### config.mk
export PLATFORM = sky130hd
export DESIGN_NAME = bt_page_splitter
export DESIGN_NICKNAME = d
export VERILOG_FILES = /design/src/rtl/bt_split_pkg.sv /design/src/rtl/bt_req_check.sv /design/src/rtl/bt_seg_walker.sv /design/src/rtl/bt_page_splitter.sv
export SDC_FILE = /design/constraint.sdc
export NUM_CORES = 1
export LEC_CHECK = 0
export ABC_AREA = 1
export BUFFER_PORTS_ARGS = -buffer_cell sky130_fd_sc_hd__buf_4
export CAP_MARGIN = 10
export CORE_ASPECT_RATIO = 1.2
export CORE_MARGIN = 2
export CORE_UTILIZATION = 45
export DETAILED_ROUTE_END_ITERATION = 10
export SETUP_SLACK_MARGIN = 0.05
export SKIP_CTS_REPAIR_TIMING = 1
export SYNTH_ARGS = -nofsm -noshare
export SYNTH_HDL_FRONTEND = slang
export SYNTH_SLANG_ARGS = --single-unit
### constraint.sdc
create_clock -name clk -period 8.75 [get_ports clk]
set_clock_uncertainty 0.15 [all_clocks]
set_input_delay 2.625 -clock clk [delete_from_list [all_inputs] [get_ports clk]]
set_output_delay 2.625 -clock clk [all_outputs]
set_load 0.01 [all_outputs]
### src/rtl/bt_split_pkg.sv
package bt_split_pkg;
  typedef enum logic [1:0] {
    ST_IDLE = 2'd0,
    ST_RUN  = 2'd1,
    ST_DONE = 2'd2
  } walk_state_t;
endpackage

### src/rtl/bt_req_check.sv
module bt_req_check #(
  parameter int LEN_W          = 16,
  parameter int PAGE_BYTES     = 4096,
  parameter int MAX_LINES      = 2048,
  parameter int MAX_MEM_STRIDE = 8192,
  parameter int MEM_ALIGN      = 16,
  parameter int DEV_ALIGN      = 4,
  localparam int MAB           = $clog2(MEM_ALIGN),
  localparam int DAB           = $clog2(DEV_ALIGN)
) (
  input  logic [MAB-1:0]   mem_lo,
  input  logic [DAB-1:0]   dev_lo,
  input  logic [LEN_W-1:0] line_len,
  input  logic [LEN_W-1:0] num_lines,
  input  logic [LEN_W-1:0] mem_stride,
  input  logic [LEN_W-1:0] dev_stride,
  output logic             reject
);
  localparam int EW = LEN_W + 2;
  localparam logic signed [EW-1:0] ZERO   = '0;
  localparam logic signed [EW-1:0] LIM_LN = EW'(MAX_LINES);
  localparam logic signed [EW-1:0] LIM_MS = EW'(MAX_MEM_STRIDE);
  localparam logic signed [EW-1:0] LIM_PG = EW'(PAGE_BYTES);

  logic signed [EW-1:0] len_x, lines_x, ms_x, ds_x, ds_mag, gap;
  logic size_bad, stride_bad, pitch_bad, align_bad;

  always_comb begin
    len_x   = {{2{line_len[LEN_W-1]}}, line_len};
    lines_x = {{2{num_lines[LEN_W-1]}}, num_lines};
    ms_x    = {{2{mem_stride[LEN_W-1]}}, mem_stride};
    ds_x    = {{2{dev_stride[LEN_W-1]}}, dev_stride};
    ds_mag  = ds_x[EW-1] ? -ds_x : ds_x;
    gap     = ms_x - len_x;

    size_bad   = (lines_x <= ZERO) || (len_x <= ZERO) || (lines_x > LIM_LN);
    stride_bad = (ms_x > LIM_MS) || (gap >= LIM_PG);
    pitch_bad  = (ms_x < len_x) || (ds_mag < len_x);
    align_bad  = (|mem_lo) || (|mem_stride[MAB-1:0]) ||
                 (|dev_lo) || (|dev_stride[DAB-1:0]);
    reject     = size_bad || stride_bad || pitch_bad || align_bad;
  end
endmodule

### src/rtl/bt_seg_walker.sv
module bt_seg_walker
  import bt_split_pkg::*;
#(
  parameter int ADDR_W     = 32,
  parameter int LEN_W      = 16,
  parameter int CNT_W      = 16,
  parameter int PAGE_BYTES = 4096,
  localparam int PB        = $clog2(PAGE_BYTES)
) (
  input  logic              clk,
  input  logic              rst,
  input  logic              start,
  input  logic              start_bad,
  input  logic              start_count_only,
  input  logic [ADDR_W-1:0] mem_addr,
  input  logic [ADDR_W-1:0] dev_addr,
  input  logic [LEN_W-1:0]  line_len,
  input  logic [LEN_W-1:0]  num_lines,
  input  logic [LEN_W-1:0]  mem_stride,
  input  logic [LEN_W-1:0]  dev_stride,
  output logic              idle,
  input  logic              seg_ready,
  output logic              seg_valid,
  output logic [ADDR_W-1:0] seg_mem,
  output logic [ADDR_W-1:0] seg_dev,
  output logic [LEN_W-1:0]  seg_len,
  output logic              seg_last,
  output logic              done_valid,
  output logic [CNT_W-1:0]  done_count,
  output logic              done_error
);
  localparam logic [LEN_W:0] PAGE_L = (LEN_W+1)'(PAGE_BYTES);

  function automatic logic [LEN_W-1:0] cut(input logic [PB-1:0] off,
                                           input logic [LEN_W-1:0] bytes);
    logic [LEN_W:0] room;
    room = PAGE_L - (LEN_W+1)'(off);
    if ({1'b0, bytes} < room) return bytes;
    else                      return room[LEN_W-1:0];
  endfunction

  walk_state_t state;
  logic              cnt_mode;
  logic [LEN_W-1:0]  seg_rem, lines_rem, len_r, ms_r, ds_r;
  logic [ADDR_W-1:0] line_mem, line_dev;
  logic [CNT_W-1:0]  count;

  logic [ADDR_W-1:0] nx_mem, nx_dev, nx_line_mem, nx_line_dev;
  logic [LEN_W-1:0]  nx_bytes, nx_len, nx_lines_rem;
  logic [LEN_W-1:0]  st_len;
  logic              fire;

  always_comb begin
    if (seg_rem != '0) begin
      nx_mem       = seg_mem + ADDR_W'(seg_len);
      nx_dev       = seg_dev + ADDR_W'(seg_len);
      nx_bytes     = seg_rem;
      nx_line_mem  = line_mem;
      nx_line_dev  = line_dev;
      nx_lines_rem = lines_rem;
    end else begin
      nx_line_mem  = line_mem + ADDR_W'(ms_r);
      nx_line_dev  = line_dev + {{(ADDR_W-LEN_W){ds_r[LEN_W-1]}}, ds_r};
      nx_mem       = nx_line_mem;
      nx_dev       = nx_line_dev;
      nx_bytes     = len_r;
      nx_lines_rem = lines_rem - LEN_W'(1);
    end
    nx_len = cut(nx_mem[PB-1:0], nx_bytes);
    st_len = cut(mem_addr[PB-1:0], line_len);
  end

  assign fire       = (state == ST_RUN) && (cnt_mode || seg_ready);
  assign idle       = (state == ST_IDLE);
  assign seg_valid  = (state == ST_RUN) && !cnt_mode;
  assign done_valid = (state == ST_DONE);

  always_ff @(posedge clk) begin
    if (rst) begin
      state      <= ST_IDLE;
      cnt_mode   <= 1'b0;
      seg_mem    <= '0;
      seg_dev    <= '0;
      seg_len    <= '0;
      seg_rem    <= '0;
      seg_last   <= 1'b0;
      lines_rem  <= '0;
      len_r      <= '0;
      ms_r       <= '0;
      ds_r       <= '0;
      line_mem   <= '0;
      line_dev   <= '0;
      count      <= '0;
      done_count <= '0;
      done_error <= 1'b0;
    end else begin
      unique case (state)
        ST_IDLE: begin
          if (start) begin
            count <= '0;
            if (start_bad) begin
              state      <= ST_DONE;
              done_error <= 1'b1;
              done_count <= '0;
            end else begin
              state     <= ST_RUN;
              cnt_mode  <= start_count_only;
              len_r     <= line_len;
              ms_r      <= mem_stride;
              ds_r      <= dev_stride;
              line_mem  <= mem_addr;
              line_dev  <= dev_addr;
              seg_mem   <= mem_addr;
              seg_dev   <= dev_addr;
              seg_len   <= st_len;
              seg_rem   <= line_len - st_len;
              lines_rem <= num_lines - LEN_W'(1);
              seg_last  <= (line_len == st_len) && (num_lines == LEN_W'(1));
            end
          end
        end
        ST_RUN: begin
          if (fire) begin
            count <= count + CNT_W'(1);
            if (seg_last) begin
              state      <= ST_DONE;
              done_error <= 1'b0;
              done_count <= count + CNT_W'(1);
            end else begin
              seg_mem   <= nx_mem;
              seg_dev   <= nx_dev;
              seg_len   <= nx_len;
              seg_rem   <= nx_bytes - nx_len;
              line_mem  <= nx_line_mem;
              line_dev  <= nx_line_dev;
              lines_rem <= nx_lines_rem;
              seg_last  <= (nx_bytes == nx_len) && (nx_lines_rem == '0);
            end
          end
        end
        default: state <= ST_IDLE;
      endcase
    end
  end
endmodule

### src/rtl/bt_page_splitter.sv
module bt_page_splitter #(
  parameter int ADDR_W         = 32,
  parameter int LEN_W          = 16,
  parameter int CNT_W          = 16,
  parameter int PAGE_BYTES     = 4096,
  parameter int MAX_LINES      = 2048,
  parameter int MAX_MEM_STRIDE = 8192,
  parameter int MEM_ALIGN      = 16,
  parameter int DEV_ALIGN      = 4
) (
  input  logic              clk,
  input  logic              rst,
  input  logic              req_valid,
  output logic              req_ready,
  input  logic              req_count_only,
  input  logic [ADDR_W-1:0] req_mem_addr,
  input  logic [ADDR_W-1:0] req_dev_addr,
  input  logic [LEN_W-1:0]  req_line_len,
  input  logic [LEN_W-1:0]  req_num_lines,
  input  logic [LEN_W-1:0]  req_mem_stride,
  input  logic [LEN_W-1:0]  req_dev_stride,
  input  logic              seg_ready,
  output logic              seg_valid,
  output logic [ADDR_W-1:0] seg_mem_addr,
  output logic [ADDR_W-1:0] seg_dev_addr,
  output logic [LEN_W-1:0]  seg_len,
  output logic              seg_last,
  output logic              done_valid,
  output logic [CNT_W-1:0]  done_count,
  output logic              done_error
);
  localparam int MAB = $clog2(MEM_ALIGN);
  localparam int DAB = $clog2(DEV_ALIGN);

  logic bad, idle, start;

  assign req_ready = idle;
  assign start     = req_valid && idle;

  bt_req_check #(
    .LEN_W(LEN_W), .PAGE_BYTES(PAGE_BYTES), .MAX_LINES(MAX_LINES),
    .MAX_MEM_STRIDE(MAX_MEM_STRIDE), .MEM_ALIGN(MEM_ALIGN), .DEV_ALIGN(DEV_ALIGN)
  ) u_check (
    .mem_lo     (req_mem_addr[MAB-1:0]),
    .dev_lo     (req_dev_addr[DAB-1:0]),
    .line_len   (req_line_len),
    .num_lines  (req_num_lines),
    .mem_stride (req_mem_stride),
    .dev_stride (req_dev_stride),
    .reject     (bad)
  );

  bt_seg_walker #(
    .ADDR_W(ADDR_W), .LEN_W(LEN_W), .CNT_W(CNT_W), .PAGE_BYTES(PAGE_BYTES)
  ) u_walk (
    .clk              (clk),
    .rst              (rst),
    .start            (start),
    .start_bad        (bad),
    .start_count_only (req_count_only),
    .mem_addr         (req_mem_addr),
    .dev_addr         (req_dev_addr),
    .line_len         (req_line_len),
    .num_lines        (req_num_lines),
    .mem_stride       (req_mem_stride),
    .dev_stride       (req_dev_stride),
    .idle             (idle),
    .seg_ready        (seg_ready),
    .seg_valid        (seg_valid),
    .seg_mem          (seg_mem_addr),
    .seg_dev          (seg_dev_addr),
    .seg_len          (seg_len),
    .seg_last         (seg_last),
    .done_valid       (done_valid),
    .done_count       (done_count),
    .done_error       (done_error)
  );
endmodule

# --- Yosys cells after proc, flatten, opt, wreduce, memory -nomap -nowiden ---
# Index checks and enable logic that the tools add are counted.
word_totals:
  ff_bits: 261
  latch_bits: 0
  ram_bits: 0
  rom_bits: 0
  input_bits: 133
  out_inout_bits: 101
  word_cells: 146
  memories: 0
classes:
  add_sub_neg: 13
  n_mul: 0
  div: 0
  order_cmp: 9
  n_eq_ne: 12
  shifts: 0
  muxes: 63
  bitwise_logic: 1
  n_reduce_logical: 32
op_table:
  columns: ["op", "count"]
  rows:
  - ["two-way mux 32 bit", 16]
  - ["two-way mux 16 bit", 22]
  - ["one-hot mux 32 bit (2 select lines)", 4]
  - ["one-hot mux 16 bit (2 select lines)", 5]
  - ["adder 32 x 16 -> 32 bit", 3]
  - ["less-than comparator 16 x 17 -> 1 bit", 2]
  - ["adder 32 bit", 1]
  - ["equality test 16 bit", 2]
  - ["<= comparator 16 x 1 -> 1 bit (second input constant)", 2]
  - ["subtractor 16 x 1 -> 16 bit (second input constant)", 2]
  - ["subtractor 16 bit", 2]
  - ["subtractor 13 x 12 -> 14 bit (first input constant)", 2]
  - ["greater-or-equal comparator 18 x 14 -> 1 bit (second input constant)", 1]
  - ["less-than comparator 18 x 16 -> 1 bit", 1]
  - ["two-way mux 18 bit", 1]
  - ["negation 16 -> 18 bit", 1]
  - ["subtractor 16 x 16 -> 17 bit", 1]
  - ["adder 16 x 1 -> 16 bit (second input constant)", 1]
  - ["equality test 16 x 1 -> 1 bit (second input constant)", 1]
  - ["> comparator 16 x 13 -> 1 bit (second input constant)", 1]
  - ["> comparator 16 x 15 -> 1 bit (second input constant)", 1]
  - ["zero test 16 bit", 1]
  - ["less-than comparator 16 bit", 1]
  - ["nonzero test 16 bit", 1]
  - ["20 further kinds", 55]

# --- Longest topological paths before layout ---
# Gate-level depths: netlist of run 1.
logic_depth:
  depth_word: 10
  mapped_depth: 43
  depth_no_buf: 42

# --- By module ---
# Synthesis of run 1 repeated with hierarchy kept, for this count alone.
hier_totals:
  hier_cells: 3195
  hier_area_um2: 20709.9
modules_own_cells:
  columns: ["mod", "n_inst", "cells_each", "area_each_um2", "seq_area_each_um2"]
  rows:
  - ["bt_seg_walker", 1, 2852, 18865.6, 5225.0]
  - ["bt_req_check", 1, 341, 1836.8, 0.0]
  - ["bt_page_splitter", 1, 2, 7.5, 0.0]

# --- Least setup slack after synthesis of run 1 ---
# Ideal clock, no wire load.
synth_path:
  kind: "input port to flip-flop"
  startpoint: "input port req_mem_addr[2]"
  endpoint: "register u_walk.seg_rem[15]"
  setup_time_ns: 0.109
  t_arrival_ns: 7.069
  required_time_ns: 8.491
  path_slack_ns: 1.423
  cell_stages: 35
  n_path_buf: 1
  path_cell_list: "nor3_1 > nand4_1 > o21ai_0 > o21ai_0 > ha_1 > nand4_1 > o221ai_1 > a31oi_1 > o211ai_1 > clkbuf_1 > nand2_1 > o21ai_0 > ha_1 > nand2_1 > nand2_1 > a31oi_1 > nor2_1 > nor2_1 > o21bai_1 > nand2_1 > nand2_1 > a21oi_1 > o21ai_0 > nand2_1 > nand2_1 > a21oi_1 > o21ai_0 > nor2_1 > inv_1 > o21ai_0 > a21oi_1 > nor2_1 > nand3_1 > nand2_1 > inv_1"
synth_between:
  elab_chain_len: 7
  elab_cells_between_ends: 14
  classes_between: "add/sub: 2; order compare: 1; eq/ne: 1; mux: 4; reduce/logical: 6"
synth_lines:
  columns: ["element", "line", "text"]
  rows:
  - ["from (decl)", "bt_page_splitter.sv:16", "input logic [ADDR_W-1:0] req_mem_addr,"]
  - ["subtractor 13 x 12 -> 14 bit / OR reduction 4 bit (equally long branches)", "bt_seg_walker.sv:37, bt_req_check.sv:39", null]
  - ["less-than comparator 16 x 17 -> 1 bit / logical OR 1 bit (equally long branches)", "bt_seg_walker.sv:38, bt_req_check.sv:39", null]
  - ["two-way mux 16 bit / logical OR 1 bit (equally long branches)", "bt_seg_walker.sv:38, bt_req_check.sv:39", null]
  - ["subtractor 16 bit / logical OR 1 bit (equally long branches)", "bt_seg_walker.sv:116, bt_req_check.sv:40", null]
  - ["two-way mux 16 bit / logical OR 1 bit (equally long branches)", "bt_seg_walker.sv:101, bt_req_check.sv:41", null]
  - ["two-way mux 16 bit / inequality test 2 bit (equally long branches)", null, null]
  - ["one-hot mux 16 bit (2 select lines) / AND reduction 5 bit (equally long branches)", null, null]
  - ["to (signal assigned)", "bt_seg_walker.sv:116", "seg_rem <= line_len - st_len;"]
  - ["to (signal assigned)", "bt_seg_walker.sv:133", "seg_rem <= nx_bytes - nx_len;"]
  - ["to (decl)", "bt_seg_walker.sv:44", "logic [LEN_W-1:0] seg_rem, lines_rem, len_r, ms_r, ds_r;"]
# Parallel ways exist; a longest one is shown, timed or not. The select of a mux whose other input is x is not followed.
# A chain may end at the register's enable or synchronous reset.

# --- Worst setup path in the final report of run 1 ---
# Same ends and word-level chain as after synthesis.

==> results of run 1 <==
## flip-flops by register name (all words and copies together) (netlist names)
| register | count |
|---|---|
| u_walk.line_mem | 32 |
| u_walk.line_dev | 32 |
| u_walk.seg_dev | 32 |
| u_walk.seg_last | 1 |
| u_walk.done_count | 16 |
| u_walk.seg_rem | 16 |
| u_walk.len_r | 16 |
| u_walk.seg_len | 16 |
| u_walk.state | 2 |
| u_walk.done_error | 1 |
| u_walk.ms_r | 16 |
| u_walk.count | 16 |
| u_walk.cnt_mode | 1 |
| u_walk.ds_r | 16 |
| u_walk.seg_mem | 32 |
| u_walk.lines_rem | 16 |
## placed cells by master (no fill, tap or decap), types with 10 or more instances in the layout
master     synthesis  layout
a211oi_1          36      36
buf_4              0     255
ha_1             164     164
nand3_1          152     151
nor2_1           422     421
nand2_1          609     608
a31oi_1           12      12
a21oi_1          292     292
xnor2_1           36      36
dfxtp_1          261     261
inv_1            357     354
o211ai_1          20      20
inv_2             11      12
a21o_1            10      10
o21ai_1           17      17
or2_2             19      19
clkbuf_16          0      34
nor2_2            14      13
nand4_1           36      36
nor4_1            23      23
nor3_1            45      45
xor2_1            65      65
nand2_2           14      14
o21ai_0          382     382
## layer usage
| layer | GRT usage, % | vias to the layer above | part of all wire (%) |
|---|---|---|---|
| met2 | 54.65 | 696 | 47 |
| met4 | 13.18 | 0 | 4.3 |
| met3 | 3.944 | 156 | 5.3 |
| li1 | - | 11258 | - |
| met5 | 0 | - | 0 |
| met1 | 40.90 | 10328 | 44 |
## final cells by class
cell class              instances  area (sq um)  share of cell area, %
clock buffers                  44         958.4                  3.943
clock inverters                17         191.4                 0.7876
inverters                     369          1390                  5.719
multi-input cells            2503         13810                  56.84
flip-flops and latches        261          5225                  21.50
well taps                     616         770.7                  3.171
repair buffers                257          1954                  8.041
## where the power goes
group / internal [mW] / leakage (nW) / switching, mW
Combinational: 0.442 / 8.72 / 0.859
Clock: 0.869 / 0.568 / 0.599
Sequential: 1.26 / 2.13 / 0.0721
Total: 2.57 / 11.4 / 1.53
## critical path: cells and delay by family
family	cells	cell delay [ns]
adders and majority gates	2	0.66
AOI/OAI and AO/OA	14	2.20
and+or+nand+nor	16	1.80
buffers and inverters	4	0.50
## how the worst min path moves through the flow
stage	from	cells after the start	slack [ns]	to
after global placement	u_walk.len_r[10]	2	0.29	u_walk.len_r[10]
after CTS	u_walk.len_r[2]	2	0.30	u_walk.len_r[2]
after global routing	u_walk.len_r[15]	1	0.34	u_walk.len_r[15]
after floorplan	u_walk.len_r[10]	2	0.27	u_walk.len_r[10]
final	u_walk.len_r[2]	2	0.30	u_walk.len_r[2]
after detailed placement	u_walk.len_r[2]	2	0.29	u_walk.len_r[2]
## metrics by stage
step,std cells,setup slack [ns],hold WS (ns),instance area [sq um],utilization (%)
after floorplan,3262,1.423,0.2745,20920,-
after global placement,4006,0.8824,0.2865,23150,50.39
after detailed placement,4006,0.7657,0.2927,23150,50.39
after CTS,4067,1.344,0.3009,24300,52.90
after global routing,4067,0.5009,0.3394,24300,52.90
final,4067,1.274,0.2991,24300,52.90
## kinds of logic (layout without fill, tap and decap cells)
logic type | count (synthesis) | count (layout) | synth area share [%]
adders and majority gates | 171 | 171 | 10.48
AOI/OAI and AO/OA | 844 | 844 | 22.28
and+or+nand+nor | 1378 | 1378 | 28.53
xor gates and xnor gates | 101 | 101 | 4.229
other | 1 | 2 | 0.01793
DFF | 261 | 261 | 24.98
buffers and inverters | 498 | 687 | 9.152
muxes | 7 | 7 | 0.3410
## Yosys cell counts (45+ instances only)
cell / instances / area [sq um]
a21oi_1: 292 / 1461
nand3_1: 152 / 760.7
inv_1: 357 / 1340
nor2_1: 422 / 1584
nand2_1: 609 / 2286
dfxtp_1: 261 / 5225
xor2_1: 65 / 569.3
o21ai_0: 382 / 1912
nor3_1: 45 / 225.2
ha_1: 164 / 2052
clkbuf_1: 99 / 371.6
==> flow_summary.json, run 1 <==
{
  "hpwl_microns": 60160,
  "critPathCaptureType": "flip-flop",
  "htree_levels": 2,
  "routedWlPerCell_microns": 19.33,
  "dr.pass1.iters": 5,
  "seq_area_frac_synth_pct": 24.98,
  "die_h_microns": 240.2,
  "max_stage_delay_ns": 0.34,
  "cts_buffers": 34,
  "rsz0062_at_grt": "false",
  "finalSetupViolCount": 0,
  "ctsLongestPathBuffers": 3,
  "cap_viol_max_count": 0,
  "cp_common_cell": "nand2_1",
  "synth_cells": 3261,
  "fmax_ghz": 0.1338,
  "grt_max_degree": 114,
  "area_growth_pct": 16.19,
  "synth.distinct_cells": 67,
  "ir_drop_v": 0.0001728,
  "clock_sinks": 261,
  "slew_viol_final": 0,
  "hp-class": "reg2reg",
  "cts_tree": "yes",
  "grtUsageTotal_pct": 31.98,
  "nNetsFinal": 3730,
  "numPortBuffers": 233,
  "clock_latency_ns": 0.56,
  "tightest_slew_ns": 1.220,
  "endpoint": "u_walk.seg_rem[15]",
  "power_leakage_nw": 11.41,
  "place_congestion": 0.9493,
  "maxSlewHeadroom_pct": 18.57,
  "power_mw": 4.099,
  "antenna_cells": 0,
  "rr_startpoint": "u_walk.seg_len[0]",
  "powerDensity_nw_per_um2": 168.7,
  "core_sq_um": 45950,
  "rows": 86,
  "synth_top_flop_cell": "dfxtp_1",
  "wl_microns": 78620,
  "cts_root_buffer": "clkbuf_16",
  "die_area_sq_um": 48230,
  "netlist_area_sq_um": 20920,
  "critPathMaxFanout": 25,
  "ios": 234,
  "drc": 0,
  "rr_worst_depth": 36,
  "period_share_pct": 85.44,
  "cp_data_arrival_time_ns": 7.78,
  "antenna_left": 0,
  "fin_crit_ns": 7.476,
  "fillers": 4782,
  "clkSlewWorstSetupHoldPaths_ns": 0.06,
  "overflow": 0,
  "fp.dieW_microns": 200.8,
  "critical_path.startpoint": "req_mem_addr[2]",
  "drtIter0Drc": 1541,
  "r2r_end": "u_walk.seg_last",
  "grt_pass1_wl_microns": 120100,
  "cp.required_ns": 9.06,
  "synth_seq_cells": 261,
  "fin_setup_tns_ns": 0,
  "vias": 22438,
  "routed_via_density": 5.517,
  "synth-edff-count": 0,
  "start_util_pct": 45.53,
  "crit_path_start_kind": "primary input",
  "antenna_found_initial": 0,
  "synth.avg_cell_area_sq_um": 6.414,
  "critical_path.slowest_cell": "nor3_1",
  "status": "finished, final reports clean",
  "final_layout_size_suffix_gt1_share_pct": 12.11,
  "yosys_warnings": 0,
  "async_flop_share_pct": 0,
  "finalHoldViolCount": 0,
  "grt_pass1_vias": 21258,
  "crit_type": "in2reg",
  "regToRegSetupSlack_ns": 1.33
}
(Power assumes the default switching activity.)
==> run 2: changes to the inputs <==
GPL_TIMING_DRIVEN = 0   (was not set)
==> flow_summary.json, run 2 (same netlist as run 1, synthesis figures left out) <==
{
  "finalInstanceArea_sq_um": 24560,
  "hpwl_microns": 78090,
  "routedWlPerCell_microns": 23.54,
  "powerDensity_nw_per_um2": 169.0,
  "finalSetupViolCount": 0,
  "critPathMaxFanout": 10,
  "die_h_microns": 240.2,
  "holdWs_ns": 0.3062,
  "antenna_found_initial": 3,
  "power_frac_seq_pct": 32.2,
  "multi_input_comb_area_sq_um": 13780,
  "finalHoldViolCount": 0,
  "max_stage_delay_ns": 0.41,
  "routed_via_density": 5.834,
  "fillers": 4772,
  "slew_viol_final": 0,
  "grt_pass1_wl_microns": 141500,
  "finish.utilization_pct": 53.46,
  "wl_microns": 98230,
  "dp_slack_ns": -0.02930,
  "pwr-share-comb_pct": 33.4,
  "place_congestion": 1.047,
  "clkPwrFrac_pct": 34.4,
  "ios": 234,
  "die_area_sq_um": 48230,
  "crit_type": "in2reg",
  "fp.dieW_microns": 200.8,
  "power_switching_share_pct": 38.69,
  "final_common_cell": "nand2_1",
  "clock_latency_ns": 0.60,
  "fin_setup_tns_ns": 0,
  "critPathCaptureType": "flip-flop",
  "rsz0062_at_grt": "false",
  "p_switching_mw": 1.606,
  "status": "finished, final reports clean",
  "drc": 0,
  "hp-class": "reg2reg",
  "grt_pass1_vias": 22888,
  "htree_levels": 1,
  "cp_data_arrival_time_ns": 8.46,
  "clock_sinks": 261,
  "power_leakage_nw": 11.47,
  "dr.pass1.iters": 6,
  "setup_ws_ns": 0.6410,
  "critical_path.slowest_cell": "ha_1",
  "cap_viol_max_count": 0,
  "cp_common_cell": "nand2_1",
  "fin_crit_ns": 8.109,
  "grtUsageTotal_pct": 39.44,
  "numPortBuffers": 233,
  "start_util_pct": 45.53,
  "internal-power_mw": 2.546,
  "period_share_pct": 92.67,
  "cts_root_buffer": "clkbuf_16",
  "cts_buffers": 31,
  "antenna_left": 0,
  "crit_path_start_kind": "primary input",
  "vias": 24341,
  "overflow": 0,
  "clkSlewWorstSetupHoldPaths_ns": 0.07,
  "drtIter0Drc": 2354,
  "tightest_slew_ns": 1.347,
  "grt_max_degree": 18,
  "placed_cells": 4111,
  "rows": 86,
  "fin_cells": 4172,
  "ir_drop_v": 0.0001401,
  "dpl-instance-area_sq_um": 23440,
  "final_cell_mix": "nand2_1 (609), nor2_1 (422), o21ai_0 (382)",
  "cp.required_ns": 9.10,
  "power_mw": 4.152,
  "cts_tree": "yes",
  "final-seq-area_sq_um": 5225,
  "core_sq_um": 45950,
  "area_growth_pct": 17.42,
  "final_layout_size_suffix_gt1_share_pct": 11.48,
  "nNetsFinal": 3834,
  "ctsLongestPathBuffers": 3,
  "fmax_ghz": 0.1233,
  "maxSlewHeadroom_pct": 10.20
}
[run 2: cell count changes in the layout (fill, tap and decap cells not counted), sizes merged]
| cell | previous run | this run |
|---|---|---|
| clkbuf | 44 | 136 |
| buf | 257 | 264 |
| clkinvlp | 2 | 6 |
| bufinv | 3 | 5 |
| clkinv | 10 | 9 |
| diode | 0 | 1 |
[run 2: layer usage]
layer,vias up,GRT usage [%],wire (microns)
met5,-,0,39
met4,6,27.09,7715
met3,341,7.400,8444
met2,1255,64.47,43530
met1,11260,47.14,38500
li1,11479,-,-
[run 2: final timing paths]
kind / startpoint / endpoint / slack, ns / cells after the start
worst max-delay path: req_mem_addr[2] / u_walk.seg_rem[15] / 0.64 / 36
worst min-delay path: u_walk.len_r[10] / u_walk.len_r[10] / 0.31 / 2
worst max register to register: u_walk.seg_len[0] / u_walk.seg_last / 1.18 / 38
worst min register to register: u_walk.len_r[10] / u_walk.len_r[10] / 0.31 / 2
[run 2: layout make-up]
cell class / count / share of cell area (%)
Antenna cell: 1 / 0.01019
Buffer: 129 / 2.155
Clock buffer: 36 / 3.398
Clock inverter: 22 / 1.090
Inverter: 369 / 5.639
Multi-Input combinational cell: 2503 / 56.11
Sequential cell: 261 / 21.27
Tap cell: 616 / 3.138
Timing Repair Buffer: 235 / 7.183
[run 2: worst max-delay path, delay by kind of cell]
| family | cells | cell delay [ns] |
|---|---|---|
| adders and majority gates | 2 | 0.75 |
| and+or+nand+nor | 16 | 1.98 |
| buffers and inverters | 4 | 0.56 |
| AOI/OAI and AO/OA | 14 | 2.53 |
[run 2: power by group through the flow]
stage	clock [mW]	sequential [mW]	combinational (mW)
3_3_place_gp	0	1.36	1.33
2_1_floorplan	0	1.34	0.872
4_1_cts	1.43	1.33	1.36
3_5_place_dp	0	1.36	1.35
6_report	1.43	1.34	1.39
5_1_grt	1.48	1.34	1.51
